`config.mk`:
```
export PLATFORM = sky130hd
export DESIGN_NAME = bus_xcvr_parity
export DESIGN_NICKNAME = d
export VERILOG_FILES = /design/src/rtl/xcvr_pkg.sv /design/src/rtl/xcvr_parity_tree.sv /design/src/rtl/xcvr_route.sv /design/src/rtl/xcvr_parity_unit.sv /design/src/rtl/bus_xcvr_parity.sv
export SDC_FILE = /design/constraint.sdc
export NUM_CORES = 1
export LEC_CHECK = 0
export ABC_CLOCK_PERIOD_IN_PS = 1900
export CELL_PAD_IN_SITES_DETAIL_PLACEMENT = 0
export CELL_PAD_IN_SITES_GLOBAL_PLACEMENT = 1
export CORE_UTILIZATION = 15
export DETAILED_ROUTE_END_ITERATION = 16
export PLACE_DENSITY = 0.85
export SYNTH_ARGS = -nofsm -noshare
export SYNTH_HDL_FRONTEND = slang
export SYNTH_SLANG_ARGS = --single-unit
```
`constraint.sdc`:
```
create_clock -name vclk -period 1.9
set_input_delay 0.57 -clock vclk [all_inputs]
set_output_delay 0.57 -clock vclk [all_outputs]
set_load 0.02 [all_outputs]
```
`src/rtl/xcvr_pkg.sv`:
```
package xcvr_pkg;

    localparam int unsigned LANES = 8;

    typedef enum logic {
        XFER_RX = 1'b0,
        XFER_TX = 1'b1
    } xfer_dir_e;

    typedef enum logic {
        SENSE_EVEN = 1'b0,
        SENSE_ODD  = 1'b1
    } par_sense_e;

endpackage

```
`src/rtl/xcvr_parity_tree.sv`:
```
module xcvr_parity_tree #(
    parameter int unsigned WIDTH = 8
) (
    input  logic [WIDTH-1:0] data,
    output logic             odd_ones
);
    localparam int unsigned STAGES = WIDTH + 1;

    logic [STAGES-1:0] chain;

    assign chain[0] = 1'b0;

    generate
        for (genvar gi = 0; gi < WIDTH; gi++) begin : g_xor
            assign chain[gi+1] = chain[gi] ^ data[gi];
        end
    endgenerate

    assign odd_ones = chain[STAGES-1];

    always_comb begin
        if (data == '0) begin
            a_r4_zero_even: assert (odd_ones == 1'b0);
        end
    end
endmodule

```
`src/rtl/xcvr_route.sv`:
```
module xcvr_route
    import xcvr_pkg::*;
#(
    parameter int unsigned WIDTH = 8
) (
    input  xfer_dir_e        dir,
    input  logic             en_n,
    output logic [WIDTH-1:0] a_drv,
    output logic [WIDTH-1:0] b_drv,
    output logic             pin_drv
);
    logic live;

    always_comb begin
        live    = ~en_n;
        a_drv   = '0;
        b_drv   = '0;
        pin_drv = 1'b0;
        if (live) begin
            unique case (dir)
                XFER_TX: begin
                    b_drv   = '1;
                    pin_drv = 1'b1;
                end
                XFER_RX: begin
                    a_drv   = '1;
                end
            endcase
        end
    end

    always_comb begin
        a_r1_r2_one_side: assert (!((|a_drv) && (|b_drv)));
        if (en_n) begin
            a_r3_all_float: assert (a_drv == '0 && b_drv == '0 && !pin_drv);
        end
    end
endmodule

```
`src/rtl/xcvr_parity_unit.sv`:
```
module xcvr_parity_unit
    import xcvr_pkg::*;
(
    input  xfer_dir_e  dir,
    input  logic       en_n,
    input  par_sense_e sense,
    input  logic       tx_odd,
    input  logic       rx_odd,
    input  logic       pin_in,
    output logic       pin_out,
    output logic       err_n
);
    logic sense_bit;
    logic rx_total_odd;

    always_comb begin
        sense_bit    = (sense == SENSE_ODD);
        pin_out      = tx_odd ^ sense_bit;
        rx_total_odd = rx_odd ^ pin_in;
        err_n        = 1'b1;
        if (!en_n && dir == XFER_RX) begin
            err_n = (rx_total_odd == sense_bit);
        end
    end

    always_comb begin
        if (dir == XFER_TX || en_n) begin
            a_r8_quiet_err: assert (err_n);
        end
    end
endmodule

```
`src/rtl/bus_xcvr_parity.sv`:
```
module bus_xcvr_parity
    import xcvr_pkg::*;
#(
    parameter int unsigned WIDTH = LANES
) (
    input  logic             xfer_dir,
    input  logic             en_n,
    input  logic             odd_sel,
    input  logic [WIDTH-1:0] a_in,
    output logic [WIDTH-1:0] a_out,
    output logic [WIDTH-1:0] a_drv,
    input  logic [WIDTH-1:0] b_in,
    output logic [WIDTH-1:0] b_out,
    output logic [WIDTH-1:0] b_drv,
    input  logic             par_in,
    output logic             par_out,
    output logic             par_drv,
    output logic             err_n
);
    xfer_dir_e  dir;
    par_sense_e sense;
    logic       a_odd;
    logic       b_odd;

    assign dir   = xfer_dir_e'(xfer_dir);
    assign sense = par_sense_e'(odd_sel);

    assign b_out = a_in;
    assign a_out = b_in;

    xcvr_route #(.WIDTH(WIDTH)) u_route (
        .dir     (dir),
        .en_n    (en_n),
        .a_drv   (a_drv),
        .b_drv   (b_drv),
        .pin_drv (par_drv)
    );

    xcvr_parity_tree #(.WIDTH(WIDTH)) u_tree_a (
        .data     (a_in),
        .odd_ones (a_odd)
    );

    xcvr_parity_tree #(.WIDTH(WIDTH)) u_tree_b (
        .data     (b_in),
        .odd_ones (b_odd)
    );

    xcvr_parity_unit u_par (
        .dir     (dir),
        .en_n    (en_n),
        .sense   (sense),
        .tx_odd  (a_odd),
        .rx_odd  (b_odd),
        .pin_in  (par_in),
        .pin_out (par_out),
        .err_n   (err_n)
    );

    always_comb begin
        if (par_drv) begin
            a_r4_r5_nine_bits: assert (($countones({a_in, par_out}) % 2) == int'(odd_sel));
        end
        if (!en_n && !xfer_dir) begin
            a_r6_r7_check: assert (err_n == (($countones({b_in, par_in}) % 2) == int'(odd_sel)));
        end
    end
endmodule

```
==> results.py <==
metrics = {
    "layout": {
        "numSequentialCells": 0,
        "multi_input_area_um2": 287.8,
        "seq_area_um2": 0,
        "antenna_cells": 0,
        "final_common_cell": "buf_2",
        "syn_to_final_growth_pct": 94.69,
        "clkbuf_count": 0,
        "layout_common_cells": "buf_2, dlygate4sd2_1, xnor2_2, buf_4, buf_6",
        "fillers": 281,
        "nets": 101,
        "drive_gt1_share_pct": 62.03,
        "finalNonFillerCells": 109,
    },
    "worst_setup_path": {
        "critPathMaxFanout": 2,
        "crit_path_start_kind": "input pin",
        "critPathCaptureType": "output pin",
        "worstPathRequired_ns": 1.33,
        "crit_type": "in2out",
        "arrival_ns": 1.60,
    },
    "timing": {
        "max_slew_margin_pct": 82.04,
        "setup_viol": 2,
        "rsz0062_at_grt": "yes",
        "tightest_slew_ns": 0.2675,
        "fin_crit_ns": 2.165,
        "hold_viol": 0,
        "fin_crit_sh_pct": 114.0,
        "fin_hold_ws_ns": 1.533,
        "fin_setup_tns_ns": -0.4758,
        "fmax_ghz": 0.4618,
        "worst_slack_ns": -0.2652,
        "finalMaxSlewViolations": 0,
    },
    "drt": {
        "postRouteWirelength_um": 1063,
        "drc_errors": 0,
        "ant_nets": 0,
        "drt_iter0_markers": 0,
        "dr_total_vias": 360,
        "post_drt_wl_per_cell_um": 9.752,
        "avgViaCountPerCell": 3.303,
        "dr.pass1.iters": 1,
    },
    "floorplan": {
        "ioPinCount": 55,
        "row_count": 18,
        "die_area_um2": 2880,
        "initial_utilization_pct": 16.02,
        "die_y_um": 53.67,
        "core_region_area_um2": 2500,
        "die_x_um": 53.67,
    },
    "placed_design": {
        "dp_cells": 104,
        "gp_congestion": 0.5772,
        "port_buffers": 55,
        "dp_hpwl_um": 843,
    },
    "synthesis": {
        "yosys_warnings": 0,
        "synth_area_per_cell_um2": 8.008,
        "synth_fp_nets": 70,
        "synth_seq_area_share_pct": 0,
        "syn_inst": 50,
        "ys_types": 7,
        "synth_area_um2": 400.4,
    },
    "global_route": {
        "grtUsageTotal_pct": 7.097,
        "grt_pass1_wl_um": 1559,
        "grt_max_degree": 6,
        "gr-total-overflow": 0,
        "grt_pass1_vias": 383,
        "antenna_found_initial": 0,
    },
    "hold_path": {
        "hold_class": "in2out",
    },
    "status": {
        "outcome": "finished, violations left",
        "violations": "setup timing",
    },
    "power_and_ir_drop": {
        "leakage_nw": 0.4169,
        "power.total_mw": 0.3067,
        "peakVddDrop_uv": 147.9,
        "power_density_nw_per_um2": 393.5,
    },
    "job": {
        "drv_cap": 0,
    },
    "clock_tree": {
        "cts.hold.buffers_added": 0,
    },
}
worst max-delay path, cell delays in order:
cell and delay [ns]:
buf_6 0.10, xnor2_2 0.14, xnor3_1 0.44, xnor2_2 0.15
nand2_2 0.07, buf_6 0.13
layout make-up:
cell class,instances,area share [%]
timing repair buffer,59,58.27
multi-input combinational,20,36.92
tap,30,4.815
timing repair:
item	4_1_cts	5_1_grt
setup endpoints to repair	35	9
setup buffers	4	0
resized for setup	138	26
pin swaps	18	11
cloned	1	0
logic make-up after synthesis:
group	Yosys count	synth area share (%)
simple gates	3	3.437
xor+xnor	16	38.44
buf+inv	31	58.12
power by group:
| group | internal, mW | total (mW) | switching (mW) |
|---|---|---|---|
| combinational | 0.158 | 0.307 | 0.149 |
| sequential | 0 | 0 | 0 |
| clock | 0 | 0 | 0 |
| total | 0.158 | 0.307 | 0.149 |
routing by layer:
layer  GRT usage (%)  vias up  wire, um
li1                -      178         -
met1           7.297      166       331
met2           16.05       16       689
met3               0        0        42
met4               0        0         0
met5               0        -         0
per-stage QoR:
stage | util [%] | setup slack [ns] | area [um^2]
2_1_floorplan | - | -0.04611 | 422.9
3_3_place_gp | 31.13 | -1.125 | 778.2
3_5_place_dp | 31.13 | -1.136 | 778.2
4_1_cts | 31.38 | -0.3162 | 784.5
5_1_grt | 31.18 | -0.3345 | 779.5
6_report | 31.18 | -0.2652 | 779.5
final timing paths:
| kind | depth (start not counted) | endpoint | slack, ns | startpoint |
|---|---|---|---|---|
| worst min-delay path | 2 | a_out[1] | 1.53 | b_in[1] |
| worst max-delay path | 6 | err_n | -0.27 | b_in[3] |
synthesized netlist by cell type (all sizes together):
cell   instances  area share (%)
xnor2         11              24
nor2b          1             1.6
buf           31              58
nand2          1            0.94
xnor3          1             5.6
nor2           1            0.94
xor2           4             8.7
(Power assumes the default switching activity.)
